--- config.mk ---
export PLATFORM = sky130hd
export DESIGN_NAME = seg_xlate_unit
export DESIGN_NICKNAME = d
export VERILOG_FILES = /design/src/rtl/seg_xlate_pkg.sv /design/src/rtl/seg_legacy_path.sv /design/src/rtl/seg_prot_path.sv /design/src/rtl/seg_limit_check.sv /design/src/rtl/seg_xlate_unit.sv
export SDC_FILE = /design/constraint.sdc
export NUM_CORES = 1
export LEC_CHECK = 0
export BUFFER_PORTS_ARGS = -buffer_cell sky130_fd_sc_hd__buf_4
export CORE_MARGIN = 2
export CORE_UTILIZATION = 28
export CTS_CLUSTER_SIZE = 14
export DETAILED_ROUTE_END_ITERATION = 7
export HOLD_SLACK_MARGIN = 0.02
export PLACE_DENSITY_LB_ADDON = 0.08
export SKIP_CTS_REPAIR_TIMING = 1
export SLEW_MARGIN = 30
export SYNTH_ARGS = -nofsm -noshare
export SYNTH_HDL_FRONTEND = slang
export SYNTH_SLANG_ARGS = --single-unit
--- constraint.sdc ---
create_clock -name clk -period 0.8 [get_ports clk]
set_clock_uncertainty 0.05 [all_clocks]
set_input_delay 0.16 -clock clk [delete_from_list [all_inputs] [get_ports clk]]
set_output_delay 0.16 -clock clk [all_outputs]
set_load 0.1 [all_outputs]
--- src/rtl/seg_xlate_pkg.sv ---
package seg_xlate_pkg;

  // Access size codes: byte count is 1 << code
  typedef enum logic [1:0] {
    ACC_B1 = 2'd0,
    ACC_B2 = 2'd1,
    ACC_B4 = 2'd2,
    ACC_B8 = 2'd3
  } acc_size_e;

  // Outcome of one translation
  typedef struct packed {
    logic ok;
    logic lim;
    logic np;
  } xl_status_t;

  // Bytes covered beyond the first one
  function automatic logic [3:0] acc_extra_bytes(input logic [1:0] code);
    logic [3:0] r;
    case (acc_size_e'(code))
      ACC_B1:  r = 4'd0;
      ACC_B2:  r = 4'd1;
      ACC_B4:  r = 4'd3;
      default: r = 4'd7;
    endcase
    return r;
  endfunction

endpackage

--- src/rtl/seg_legacy_path.sv ---
module seg_legacy_path #(
  parameter int SEG_W = 16,
  parameter int SH    = 4,
  parameter int OUT_W = 32
) (
  input  logic [SEG_W-1:0] seg_i,
  input  logic [SEG_W-1:0] off_i,
  output logic [OUT_W-1:0] addr_o
);
  localparam int PW = SEG_W + SH;

  // Segment moved up by SH bits plus offset, wrapping at 2^PW
  function automatic logic [PW-1:0] leg_phys(input logic [SEG_W-1:0] seg,
                                             input logic [SEG_W-1:0] off);
    return {seg, {SH{1'b0}}} + PW'(off);
  endfunction

  assign addr_o = OUT_W'(leg_phys(seg_i, off_i));

endmodule

--- src/rtl/seg_prot_path.sv ---
module seg_prot_path #(
  parameter int AW = 32
) (
  input  logic [AW-1:0] base_i,
  input  logic [AW-1:0] off_i,
  output logic [AW-1:0] addr_o
);
  // Base plus offset modulo 2^AW
  function automatic logic [AW-1:0] lin_sum(input logic [AW-1:0] b,
                                            input logic [AW-1:0] o);
    return b + o;
  endfunction

  assign addr_o = lin_sum(base_i, off_i);

endmodule

--- src/rtl/seg_limit_check.sv ---
module seg_limit_check
  import seg_xlate_pkg::*;
#(
  parameter int AW = 32,
  parameter int LW = 20,
  parameter int GS = 12,
  parameter int SB = 16
) (
  input  logic [AW-1:0] off_i,
  input  logic [1:0]    size_i,
  input  logic [LW-1:0] limit_i,
  input  logic          gran_i,
  input  logic          big_i,
  input  logic          stack_i,
  output logic          over_desc_o,
  output logic          over_stack_o
);
  localparam int EW = AW + 1;

  // Last byte touched, one extra bit so a carry past 2^AW is kept
  function automatic logic [EW-1:0] span_end(input logic [AW-1:0] off,
                                             input logic [1:0] sz);
    return {1'b0, off} + EW'(acc_extra_bytes(sz));
  endfunction

  // Highest offset allowed by the descriptor
  function automatic logic [AW-1:0] eff_limit(input logic [LW-1:0] lim,
                                              input logic g);
    logic [AW-1:0] r;
    if (g) r = AW'({lim, {GS{1'b1}}});
    else   r = AW'(lim);
    return r;
  endfunction

  logic [EW-1:0] end_w;
  logic [AW-1:0] lim_w;

  assign end_w        = span_end(off_i, size_i);
  assign lim_w        = eff_limit(limit_i, gran_i);
  assign over_desc_o  = end_w > {1'b0, lim_w};
  assign over_stack_o = stack_i && !big_i && (end_w > EW'({SB{1'b1}}));

endmodule

--- src/rtl/seg_xlate_unit.sv ---
module seg_xlate_unit
  import seg_xlate_pkg::*;
#(
  parameter int AW     = 32,
  parameter int LW     = 20,
  parameter int GS     = 12,
  parameter int LEG_W  = 16,
  parameter int LEG_SH = 4
) (
  input  logic          clk,
  input  logic          rst_n,
  input  logic          req_i,
  input  logic          mode_prot_i,
  input  logic [31:0]   desc_base_i,
  input  logic [19:0]   desc_limit_i,
  input  logic          desc_gran_i,
  input  logic          desc_present_i,
  input  logic          desc_big_i,
  input  logic [31:0]   offset_i,
  input  logic [1:0]    acc_size_i,
  input  logic          acc_stack_i,
  output logic [31:0]   lin_addr_o,
  output logic          valid_o,
  output logic          fault_limit_o,
  output logic          fault_np_o
);
  // Named internal events, used by the checker
  logic [AW-1:0] w_leg_addr;
  logic [AW-1:0] w_prot_addr;
  logic          w_over_desc;
  logic          w_over_stack;
  logic          w_over_any;
  xl_status_t    w_status;
  logic [AW-1:0] w_addr_nxt;

  seg_legacy_path #(.SEG_W(LEG_W), .SH(LEG_SH), .OUT_W(AW)) u_leg (
    .seg_i  (desc_base_i[LEG_W-1:0]),
    .off_i  (offset_i[LEG_W-1:0]),
    .addr_o (w_leg_addr)
  );

  seg_prot_path #(.AW(AW)) u_prot (
    .base_i (desc_base_i),
    .off_i  (offset_i),
    .addr_o (w_prot_addr)
  );

  seg_limit_check #(.AW(AW), .LW(LW), .GS(GS), .SB(LEG_W)) u_lim (
    .off_i        (offset_i),
    .size_i       (acc_size_i),
    .limit_i      (desc_limit_i),
    .gran_i       (desc_gran_i),
    .big_i        (desc_big_i),
    .stack_i      (acc_stack_i),
    .over_desc_o  (w_over_desc),
    .over_stack_o (w_over_stack)
  );

  assign w_over_any = w_over_desc || w_over_stack;

  always_comb begin
    w_status = '0;
    if (req_i) begin
      if (!mode_prot_i)          w_status.ok  = 1'b1;
      else if (!desc_present_i)  w_status.np  = 1'b1;
      else if (w_over_any)       w_status.lim = 1'b1;
      else                       w_status.ok  = 1'b1;
    end
  end

  always_comb begin
    w_addr_nxt = '0;
    if (w_status.ok) w_addr_nxt = mode_prot_i ? w_prot_addr : w_leg_addr;
  end

  always_ff @(posedge clk or negedge rst_n) begin
    if (!rst_n) begin
      lin_addr_o    <= '0;
      valid_o       <= 1'b0;
      fault_limit_o <= 1'b0;
      fault_np_o    <= 1'b0;
    end else begin
      lin_addr_o    <= w_addr_nxt;
      valid_o       <= w_status.ok;
      fault_limit_o <= w_status.lim;
      fault_np_o    <= w_status.np;
    end
  end

endmodule

Yosys cells after proc, flatten, opt, wreduce, memory -nomap -nowiden:

Cells that the tools add are included.

* register bits: 35
* input port bits: 94
* output and inout port bits: 35
* word-level logic and storage cells: 27

* $add $sub $neg: 3
* $lt $le $gt $ge: 2
* eq/ne operators: 2
* muxes and demuxes: 11
* reduce and logical (&&, ||, !) cells: 5

Operator list (count)
* two-way mux 32 bit: 3
* adder 32 x 3 -> 33 bit: 1
* > comparator 33 x 16 -> 1 bit (second input constant): 1
* > comparator 33 x 32 -> 1 bit: 1
* adder 32 bit: 1
* adder 20 x 16 -> 20 bit: 1
* one-hot mux 3 bit (3 select lines): 1
* two-way mux 1 bit: 4
* two-way mux 2 bit: 2
* two-way mux 3 bit: 1
* equality test 2 x 1 -> 1 bit (second input constant): 1
* equality test 2 bit (second input constant): 1
* logical AND 1 bit: 2
* logical NOT 2 bit: 1
* logical NOT 1 bit: 1
* logical OR 1 bit: 1

Longest topological paths before layout:

Gate-level depths: netlist (run 1).

* depth after elaboration: 11
* depth in mapped cells: 19
* depth with buffers taken out: 18

Hierarchy:

Synthesis (run 1) repeated with hierarchy kept, for this count alone.

* cells, all modules: 734
* area, all modules: 6190.9 um^2

Modules (own cells, without submodules)
* seg_limit_check: instances 1, cells each 252, area each 1808.0 um^2, sequential area each 0.0 um^2
* seg_prot_path: instances 1, cells each 241, area each 1744.2 um^2, sequential area each 0.0 um^2
* seg_xlate_unit: instances 1, cells each 120, area each 1724.2 um^2, sequential area each 875.8 um^2
* seg_legacy_path: instances 1, cells each 121, area each 914.6 um^2, sequential area each 0.0 um^2

Worst setup path before layout (run 1):

No wires, ideal clock.

* path kind: input-to-reg
* from: input port acc_size_i[1]
* to: register lin_addr_o[2]
* setup time: 0.087 ns
* arrival: 3.507 ns
* required time: 0.663 ns
* path slack: -2.844 ns
* stages on the path: 19
* path buffers: 1
* cell sequence: or2_2 ha_1 fa_1 a21o_1 nand2b_4 nor2_1 nand3_1 xnor2_1 ha_1 a21oi_1 o221ai_1 a21o_1 a221oi_1 a21boi_0 a31oi_1 and4_1 a22oi_4 buf_6 a211oi_2

* word-level cells in the longest chain between the ends: 11
* elaborated cells between the ends (all ways): 14
* classes of those cells: add/sub: 1; order compare: 2; eq/ne: 2; mux: 6; reduce/logical: 3

Ends and longest elaborated chain
* from (decl): line seg_xlate_unit.sv:20 `input logic [1:0] acc_size_i,`
* equality test 2 bit, or another cell as far along: line seg_xlate_pkg.sv:21 `case (acc_size_e'(code))`
* one-hot mux 3 bit (3 select lines) *: line seg_xlate_pkg.sv:21
* adder 32 x 3 -> 33 bit *: line seg_limit_check.sv:23 `return {1'b0, off} + EW'(acc_extra_bytes(sz));`
* > comparator 33 x 16 -> 1 bit: line seg_limit_check.sv:41 `assign over_stack_o = stack_i && !big_i && (end_w > EW'({SB{1'b1}}));`
* logical AND 1 bit: line seg_limit_check.sv:41
* logical OR 1 bit *: line seg_xlate_unit.sv:59 `assign w_over_any = w_over_desc || w_over_stack;`
* two-way mux 1 bit *: line seg_xlate_unit.sv:66 `else if (w_over_any) w_status.lim = 1'b1;`
* two-way mux 2 bit *: line seg_xlate_unit.sv:65 `else if (!desc_present_i) w_status.np = 1'b1;`
* two-way mux 1 bit *: line seg_xlate_unit.sv:64 `if (!mode_prot_i) w_status.ok = 1'b1;`
* two-way mux 3 bit *: line seg_xlate_unit.sv:63 `if (req_i) begin`
* two-way mux 32 bit *: line seg_xlate_unit.sv:73 `if (w_status.ok) w_addr_nxt = mode_prot_i ? w_prot_addr : w_leg_addr;`
* named net w_addr_nxt[2]: line seg_xlate_unit.sv:34 `logic [AW-1:0] w_addr_nxt;`
* to (signal assigned): line seg_xlate_unit.sv:83 `lin_addr_o <= w_addr_nxt;`
* to (decl): line seg_xlate_unit.sv:22 `output logic [31:0] lin_addr_o,`

The timed path passes the listed nets; every way through them passes the cells marked *.

Worst setup path in the final report (run 1):

* from: input port acc_size_i[0]
* to: register lin_addr_o[2]

Same word-level chain as after synthesis.

==> results of run 1 <==
## area by class of cell
type	count	share of cell area
multi-input combinational	585	0.4945
timing repair buffer	341	0.3404
sequential	35	0.1095
tap	234	0.03230
clock buffer	7	0.01574
inverter	17	0.007040
clock inverter	1	0.0005522
## layer usage
metal / GRT usage / vias to the layer above
met5: 0 / -
met4: 0.03684 / 0
met3: 0.01514 / 14
met2: 0.3367 / 130
met1: 0.2756 / 2873
li1: - / 3088
## flip-flops by register name, indices dropped and copies added (netlist names)
| signal | cells |
|---|---|
| fault_np_o | 1 |
| fault_limit_o | 1 |
| lin_addr_o | 32 |
| valid_o | 1 |
## how the worst min path moves through the flow
stage,to,cells past startpoint
6_report,fault_np_o,3
5_1_grt,fault_np_o,3
4_1_cts,lin_addr_o[6],1
3_5_place_dp,lin_addr_o[9],1
3_3_place_gp,lin_addr_o[9],1
2_1_floorplan,lin_addr_o[18],0
## power by group through the flow
stage | combinational (mW) | sequential (mW) | clock (mW)
5_1_grt | 6.76 | 2.07 | 2.17
4_1_cts | 5.78 | 1.99 | 2.10
3_5_place_dp | 5.74 | 2.03 | 0
2_1_floorplan | 2.42 | 2.94 | 0
6_report | 6.25 | 2.06 | 2.04
3_3_place_gp | 5.71 | 2.02 | 0
## logic make-up (layout without fill, tap and decap cells)
kind of cell,count (synthesis),count (layout)
and+or+nand+nor,243,243
muxes,20,20
DFF,35,35
buffers and inverters,35,366
AOI/OAI and AO/OA,171,171
adders and majority gates,81,81
xor gates and xnor gates,70,70
## stage by stage
| step | utilization | setup TNS [ns] | cells | power [mW] |
|---|---|---|---|---|
| global route | 0.4845 | -105.96 | 1220 | 10.99 |
| finish | 0.4845 | -99.52 | 1220 | 10.35 |
| detailed placement | 0.4406 | -105.26 | 1204 | 7.773 |
| CTS | 0.4485 | -106.27 | 1212 | 9.863 |
| floorplan | - | -87.08 | 655 | 5.359 |
| global placement | 0.4406 | -101.84 | 1204 | 7.734 |
## cell usage after synthesis, types with 10 or more instances
library cell	instances	area share
dfrtp_1	35	0.16
nand2_1	56	0.039
ha_1	78	0.18
clkbuf_1	11	0.0078
nor3_1	13	0.012
a211oi_1	10	0.014
and3_1	12	0.014
a21oi_1	37	0.035
a31oi_1	10	0.012
nand4_1	14	0.016
nand3_1	28	0.026
mux2i_1	18	0.034
o21ai_0	33	0.031
inv_1	16	0.011
nor2_1	75	0.053
a21o_1	14	0.020
xnor2_1	52	0.085
xor2_1	17	0.028
==> qor.txt, run 1 <==
routability-driven placement congestion ratio = 0.8727
initial antenna violation count = 0
number of enable-type register cells in the synthesized netlist = 0
cell leakage power = 4.333 nW
minimum period implied by the final worst setup slack = 3.491 ns
worst setup slack before clock tree synthesis = -3.089 ns
area after detailed placement = 0.008242 mm^2
maximum fanout along the worst path = 6
top cell family by delay on the critical path = compound AO/OA/AOI/OAI gates
Worst Path Arrival = 3.64 ns
number of global-route vias before repair = 6211
combinational power share = 0.604
filler cell count = 1813
share of cell area taken by muxes after synthesis = 0.03875
total length of routed met2 wires = 9.457 mm
routed wl met3 = 692 um
CTS clk-pin slew, worst paths = 0.06 ns
Post-Synthesis Cells = 655
crit end category = register
number of max-cap violations = 0
dominant combinational cell family by area after synthesis = simple AND/OR/NAND/NOR gates
standard cell with the maximum stage delay on the critical path = fa_2
final hold violation count = 0
pins over their slew limit = 0
number of cell rows = 50
FFs w/ async S/R, synth = 1.000
largest incremental delay on the critical path = 0.34 ns
Switching Power = 4.225 mW
worst min-delay path startpoint = desc_present_i
finished layout cell area = 0.009064 mm^2
Total Routing Usage GR = 0.1973
clock buffer depth = 2
layout cells sized above 1 = 0.4473
via count of the routed design = 6105
final-stage net count = 1160
switching share of power = 0.4082
RSZ-0062 raised after global routing = yes
count of endpoints failing setup in the final report = 69
outcome = finished, violations left
Die Span Y = 141.9 um
sequential area share after synthesis = 0.1644
width of the chip = 141.9 um
Peak Freq = 286.5 MHz
half-perimeter wire length after placement = 17.05 mm
number of distinct library cells after synthesis = 75
flip-flop and latch count after synthesis = 35
commonest register cell after synthesis = dfrtp_1
sequential fraction of design power = 0.199
final global-route overflow total = 0
CTS Sinks = 35
CP cell instances = buf_6 > or2_4 > ha_4 > fa_2 > a21o_1 > nand2b_4 > nor3_4 > buf_4 > xnor2_1 > ha_1 > nand2_1 > nor3_4 > buf_4 > a221oi_2 > a21boi_2 > a31oi_2 > and4_4 > a22oi_4 > buf_12 > a211oi_2
buffer type at the clock tree root = clkbuf_16
number of top-level design ports = 129
cts bufs inserted = 5
last element of the critical path = lin_addr_o[2]
total inserted antenna cells = 0
post-detailed-route wirelength per cell = 16.54 um
leading cell type in the layout, fill and taps excluded = buf_4
critical path start-end classification = in2reg
post-synthesis instance area = 0.005328 mm^2
critical path depth in cells = 20
part of the total power dissipated in the clock network = 0.197
multi-input logic area = 0.004482 mm^2
Worst Path Required = 0.95 ns
total buffers and inverters traversed by the critical path = 4
DR top layer = met4
CTS tree = built
worst supply voltage drop on vdd = 670.7 uV
final worst path period share = 4.363
pin count of the biggest net entering global routing = 28
per-cell via count in the routed design = 5.004
violated checks = setup timing
post-synthesis share of cell area spent on and, or, nand and nor gates = 0.2297
path type of the worst min-delay path = in2reg
die area = 0.02015 mm^2
met1 layer wirelength in the final routing = 9.823 mm
Iteration-0 DRC Markers = 245
element type at the critical path start = primary input
length of the first detailed-routing pass in iterations = 4
synthesized-area fraction occupied by ao, oa, aoi and oai cells = 0.2264
CTS H-Tree Depth = 2
most frequent cells in the layout = buf_4 (296), ha_1 (76), nor2_1 (69)
worst slack on hold paths = 0.1286 ns
actual slew at the worst max-slew pin = 0.5721 ns
PD cells = 1142 mW/mm^2
Synth Area per Inst = 8.134 um^2
xor/xnor share of the synthesized area = 0.1165
P_int = 6.126 mW
buffers added on ports = 128
Yosys warning count = 0
wire length of the first global-routing pass = 31.53 mm
area taken by flip-flops and latches = 992.2 um^2
remaining max-slew budget at the tightest pin = 0.6146
adder-cell share of the synthesized area = 0.1945
residual antenna-violating net count after detailed routing = 0
Area growth syn-to-layout = 70.13%
starting utilization of the core area = 0.2848
synthesized net count = 830
total wire length after detailed routing = 20.18 mm
Final WS setup = -2.691 ns
worst setup path start = acc_size_i[0]
Remaining DRCs = 0
core area = 0.01871 mm^2
(Power assumes the default switching activity.)
==> run 2: changes to the inputs <==
--- a/config.mk
+++ b/config.mk
@@ -6,7 +6,6 @@
 export NUM_CORES = 1
 export LEC_CHECK = 0
 export BUFFER_PORTS_ARGS = -buffer_cell sky130_fd_sc_hd__buf_4
-export CORE_MARGIN = 2
 export CORE_UTILIZATION = 28
 export CTS_CLUSTER_SIZE = 14
 export DETAILED_ROUTE_END_ITERATION = 7
==> constraint.sdc (replaced) <==
create_clock -name clk -period 4.2 [get_ports clk]
set_clock_uncertainty 0.05 [all_clocks]
set_input_delay 0.84 -clock clk [delete_from_list [all_inputs] [get_ports clk]]
set_output_delay 0.84 -clock clk [all_outputs]
set_load 0.1 [all_outputs]
==> qor.txt, run 2 (synthesis gave the netlist of run 1 again) <==
total chip power = 1.710 mW (-83%)
area after detailed placement = 0.006909 mm^2 (-16%)
width of the chip = 139.9 um (-1.4%)
element type at the critical path start = primary input
total instance count after detailed placement = 1051 (-13%)
actual slew at the worst max-slew pin = 0.7501 ns (+0.1780 ns)
via count of the routed design = 5508 (-9.8%)
starting utilization of the core area = 0.2848 (unchanged)
count of non-filler cells in the finished layout = 1064 (-13%)
Final WS setup = 0.09207 ns (+2.783 ns)
number of cell rows = 50 (unchanged)
buffers added on ports = 128 (unchanged)
routability-driven placement congestion ratio = 0.8367 (-4.1%)
RSZ-0062 raised after global routing = yes
post-detailed-route wirelength per cell = 17.31 um (+4.7%)
Total Routing Usage GR = 0.1874 (-0.009832)
initial antenna violation count = 0 (unchanged)
number of top-level design ports = 129 (unchanged)
Area growth syn-to-layout = 37.41%
outcome = finished, final reports clean
Worst Path Required = 4.36 ns (+3.41 ns)
CTS clk-pin slew, worst paths = 0.06 ns (about the same)
final standard cell utilization of the core = 0.3914 (-0.09318)
wire length of the first global-routing pass = 28.92 mm (-8.3%)
total inserted antenna cells = 0 (unchanged)
total wire length after detailed routing = 18.42 mm (-8.7%)
register with the most flip-flops = lin_addr_o
half-perimeter wire length after placement = 15.49 mm (-9.2%)
path type of the worst min-delay path = in2async
crit end category = register
Iteration-0 DRC Markers = 332 (+36%)
per-cell via count in the routed design = 5.177 (+3.4%)
cell leakage power = 3.459 nW (-20%)
maximum fanout along the worst path = 21 (+15)
remaining max-slew budget at the tightest pin = 0.4946 (-0.1200)
Die Span Y = 139.9 um (-1.4%)
pins over their slew limit = 0 (unchanged)
CTS Sinks = 35 (unchanged)
length of the first detailed-routing pass in iterations = 4 (unchanged)
count of endpoints failing setup in the final report = 0 (-100%)
leading cell type in the layout, fill and taps excluded = buf_4
residual antenna-violating net count after detailed routing = 0 (unchanged)
critical path start-end classification = in2reg
core area = 0.01871 mm^2 (unchanged)
final total negative setup slack = 0 ns (+99.52 ns)
CTS H-Tree Depth = 2 (unchanged)
cts bufs inserted = 5 (unchanged)
worst setup slack before clock tree synthesis = -0.4099 ns (+2.679 ns)
layout cells sized above 1 = 0.3084 (-0.1388)
Remaining DRCs = 0 (unchanged)
worst slack on hold paths = 0.4529 ns (+0.3243 ns)
buffer type at the clock tree root = clkbuf_16
final-stage net count = 1004 (-13%)
number of global-route vias before repair = 5539 (-11%)
die area = 0.01958 mm^2 (-2.8%)
number of max-cap violations = 0 (unchanged)
pin count of the biggest net entering global routing = 36 (+29%)
clock buffer depth = 2 (unchanged)
finished layout cell area = 0.007321 mm^2 (-19%)
final global-route overflow total = 0 (unchanged)
max reg flops = 32 (unchanged)
minimum period implied by the final worst setup slack = 4.108 ns
CTS tree = built
Peak Freq = 243.4 MHz
Worst Path Arrival = 4.26 ns (+0.62 ns)
most frequent cells in the layout = buf_4 (180), ha_1 (76), nor2_1 (59)
PD cells = 233.6 mW/mm^2 (-80%)
final worst path period share = 0.9781
final hold violation count = 0 (unchanged)
worst supply voltage drop on vdd = 117.4 uV (-82%)
## run 2: changes by cell type in the layout (fill, tap and decap cells not counted), moves of 3 or more
cell	delta
buf_12	-34
buf_4	-116
buf_8	-4
dfrtp_1	+31
dfrtp_4	-31
nand3_2	-3
nor2_1	-10
nor2_2	+4
nor2_4	+6
## run 2: routing by layer
metal | wire (um) | vias to the layer above | share of wire | global-route usage
li1 | - | 2780 | - | -
met1 | 9241 | 2606 | 0.50 | 0.2658
met2 | 8361 | 115 | 0.45 | 0.3050
met3 | 679 | 7 | 0.037 | 0.01915
met4 | 131 | 0 | 0.0071 | 0.04164
met5 | 0 | - | 0 | 0
## run 2: worst max-delay path, stage by stage
cell	delay (ns)
buf_6	0.09
or2_4	0.24
ha_4	0.17
fa_2	0.35
a21o_4	0.23
nand2b_4	0.12
nor2_4	0.06
nand3_2	0.09
xnor2_2	0.12
ha_1	0.27
a21oi_2	0.16
o221ai_1	0.12
a21o_1	0.18
a221oi_2	0.23
a21boi_1	0.09
a31oi_1	0.19
and4_4	0.29
a22oi_4	0.06
buf_12	0.18
nor3_2	0.17
## run 2: final timing paths
| check | start | endpoint | slack, ns | cells after the start |
|---|---|---|---|---|
| max in group asynchronous | rst_n | fault_limit_o | 3.30 | 1 |
| hold / removal | rst_n | lin_addr_o[6] | 0.45 | 1 |
| min in group clk | desc_present_i | fault_np_o | 0.71 | 2 |
| setup / recovery | acc_size_i[1] | lin_addr_o[17] | 0.09 | 20 |
## run 2: area by class of cell
type	instances	area (um^2)
Fill cell	1958	11380
Multi-Input combinational cell	585	4512
Timing Repair Buffer	185	1439
Sequential cell	35	875.8
Tap cell	234	292.8
Clock buffer	7	132.6
Inverter	17	63.81
Clock inverter	1	5.005
## run 2: power breakdown
part | internal, mW | switching [mW]
registers | 0.360 | 0.00628
logic | 0.377 | 0.601
clock network | 0.219 | 0.147
==> run 3: changes to the inputs <==
--- a/config.mk
+++ b/config.mk
@@ -7,6 +7,7 @@
 export LEC_CHECK = 0
 export BUFFER_PORTS_ARGS = -buffer_cell sky130_fd_sc_hd__buf_4
 export CORE_UTILIZATION = 28
+export CTS_BUF_LIST = sky130_fd_sc_hd__clkbuf_8
 export CTS_CLUSTER_SIZE = 14
 export DETAILED_ROUTE_END_ITERATION = 7
 export HOLD_SLACK_MARGIN = 0.02
==> qor.txt, run 3 (synthesis gave the netlist of run 1 again) <==
number of global-route vias before repair = 5532 (-0.13%)
number of cell rows = 50 (unchanged)
CTS tree = built
path type of the worst min-delay path = in2async
Peak Freq = 244.4 MHz (+0.41%)
routability-driven placement congestion ratio = 0.8367 (unchanged)
per-cell via count in the routed design = 5.198 (+0.42%)
most frequent cells in the layout = buf_4 (180), ha_1 (76), nor2_1 (62)
residual antenna-violating net count after detailed routing = 0 (unchanged)
Worst Path Arrival = 4.28 ns (+0.02 ns)
wire length of the first global-routing pass = 28.88 mm (-0.17%)
length of the first detailed-routing pass in iterations = 7 (+3)
core area = 0.01871 mm^2 (unchanged)
Area growth syn-to-layout = 36.03%
pins over their slew limit = 0 (unchanged)
CTS clk-pin slew, worst paths = 0.08 ns (+0.02 ns)
max reg flops = 32 (unchanged)
cts bufs inserted = 5 (unchanged)
post-detailed-route wirelength per cell = 17.30 um (about the same)
remaining max-slew budget at the tightest pin = 0.5005 (+0.005897)
layout cells sized above 1 = 0.3048 (-0.003614)
width of the chip = 139.9 um (unchanged)
via count of the routed design = 5531 (+0.42%)
cell leakage power = 3.441 nW (-0.54%)
final hold violation count = 0 (unchanged)
actual slew at the worst max-slew pin = 0.7414 ns (-0.008752 ns)
minimum period implied by the final worst setup slack = 4.091 ns (-0.01690 ns)
pin count of the biggest net entering global routing = 36 (unchanged)
count of endpoints failing setup in the final report = 0 (unchanged)
crit end category = register
final global-route overflow total = 0 (unchanged)
Remaining DRCs = 0 (unchanged)
clock buffer depth = 2 (unchanged)
PD cells = 219.0 mW/mm^2 (-6.2%)
buffer type at the clock tree root = clkbuf_8
CTS H-Tree Depth = 2 (unchanged)
leading cell type in the layout, fill and taps excluded = buf_4
CTS Sinks = 35 (unchanged)
number of top-level design ports = 129 (unchanged)
RSZ-0062 raised after global routing = yes
Die Span Y = 139.9 um (unchanged)
outcome = finished, final reports clean
total chip power = 1.587 mW (-7.2%)
critical path start-end classification = in2reg
final standard cell utilization of the core = 0.3874 (-0.003946)
total wire length after detailed routing = 18.41 mm (about the same)
half-perimeter wire length after placement = 15.49 mm (unchanged)
Total Routing Usage GR = 0.1865 (-0.0009556)
final worst path period share = 0.9741 (-0.004023)
number of max-cap violations = 0 (unchanged)
initial antenna violation count = 0 (unchanged)
Worst Path Required = 4.39 ns (+0.03 ns)
register with the most flip-flops = lin_addr_o
maximum fanout along the worst path = 5 (-76%)
buffers added on ports = 128 (unchanged)
starting utilization of the core area = 0.2848 (unchanged)
total inserted antenna cells = 0 (unchanged)
final-stage net count = 1004 (unchanged)
Iteration-0 DRC Markers = 293 (-12%)
element type at the critical path start = primary input
die area = 0.01958 mm^2 (unchanged)
worst supply voltage drop on vdd = 87.73 uV (-25%)
==> run 3: final cells by class <==
cell class,instances,area (um^2)
Fill cell,1965,11460
Clock buffer,5,68.82
Inverter,17,63.81
Multi-Input combinational cell,585,4494
Tap cell,234,292.8
Clock inverter,3,12.51
Timing Repair Buffer,185,1439
Sequential cell,35,875.8
==> run 3: path summary, 6_finish.rpt <==
path / startpoint / end / slack, ns / depth (start not counted)
worst max-delay path: acc_size_i[1] / lin_addr_o[31] / 0.11 / 20
worst min-delay path: rst_n / lin_addr_o[6] / 0.43 / 1
max in group asynchronous: rst_n / fault_limit_o / 3.32 / 1
min in group clk: desc_present_i / fault_np_o / 0.69 / 2
==> run 3: metrics by stage <==
| stage | area, um^2 | instances | setup WS (ns) | hold slack [ns] | TNS (ns) |
|---|---|---|---|---|---|
| 2_1_floorplan | 5335 | 655 | 0.003775 | 0.4944 | 0 |
| 3_3_place_gp | 6909 | 1051 | -0.3458 | 0.7788 | -8.643 |
| 3_5_place_dp | 6909 | 1051 | -0.4099 | 0.7843 | -11.88 |
| 4_1_cts | 6990 | 1059 | -0.09157 | 0.4603 | -1.512 |
| 5_1_grt | 7247 | 1064 | -0.08516 | 0.4636 | -1.390 |
| 6_report | 7247 | 1064 | 0.1090 | 0.4320 | 0 |
==> run 3: critical path, stage by stage <==
cell and delay, ns:
buf_6 0.09, or2_4 0.24, ha_4 0.17, fa_2 0.35, a21o_4 0.23, nand2b_4 0.12
nor2_4 0.06, nand3_2 0.10, xnor2_2 0.12, ha_1 0.27, a21oi_2 0.16, o221ai_1 0.12
a21o_1 0.18, a221oi_2 0.23, a21boi_1 0.09, a31oi_1 0.19, and4_4 0.29, nand3_4 0.12
clkbuf_16 0.21, nor2_1 0.09
==> run 3: power breakdown <==
part           internal (mW)  switching, mW  total (mW)  leakage, nW
Clock                  0.112          0.136       0.248       0.0505
Sequential             0.359        0.00629       0.366        0.473
Combinational          0.376          0.598       0.974         2.92
==> run 3: layer usage <==
metal,track usage,vias to the layer above,part of all wire
met5,0,-,0
met4,0.03817,0,0.0085
met3,0.01709,10,0.043
met2,0.3045,144,0.45
met1,0.2660,2596,0.49
li1,-,2781,-
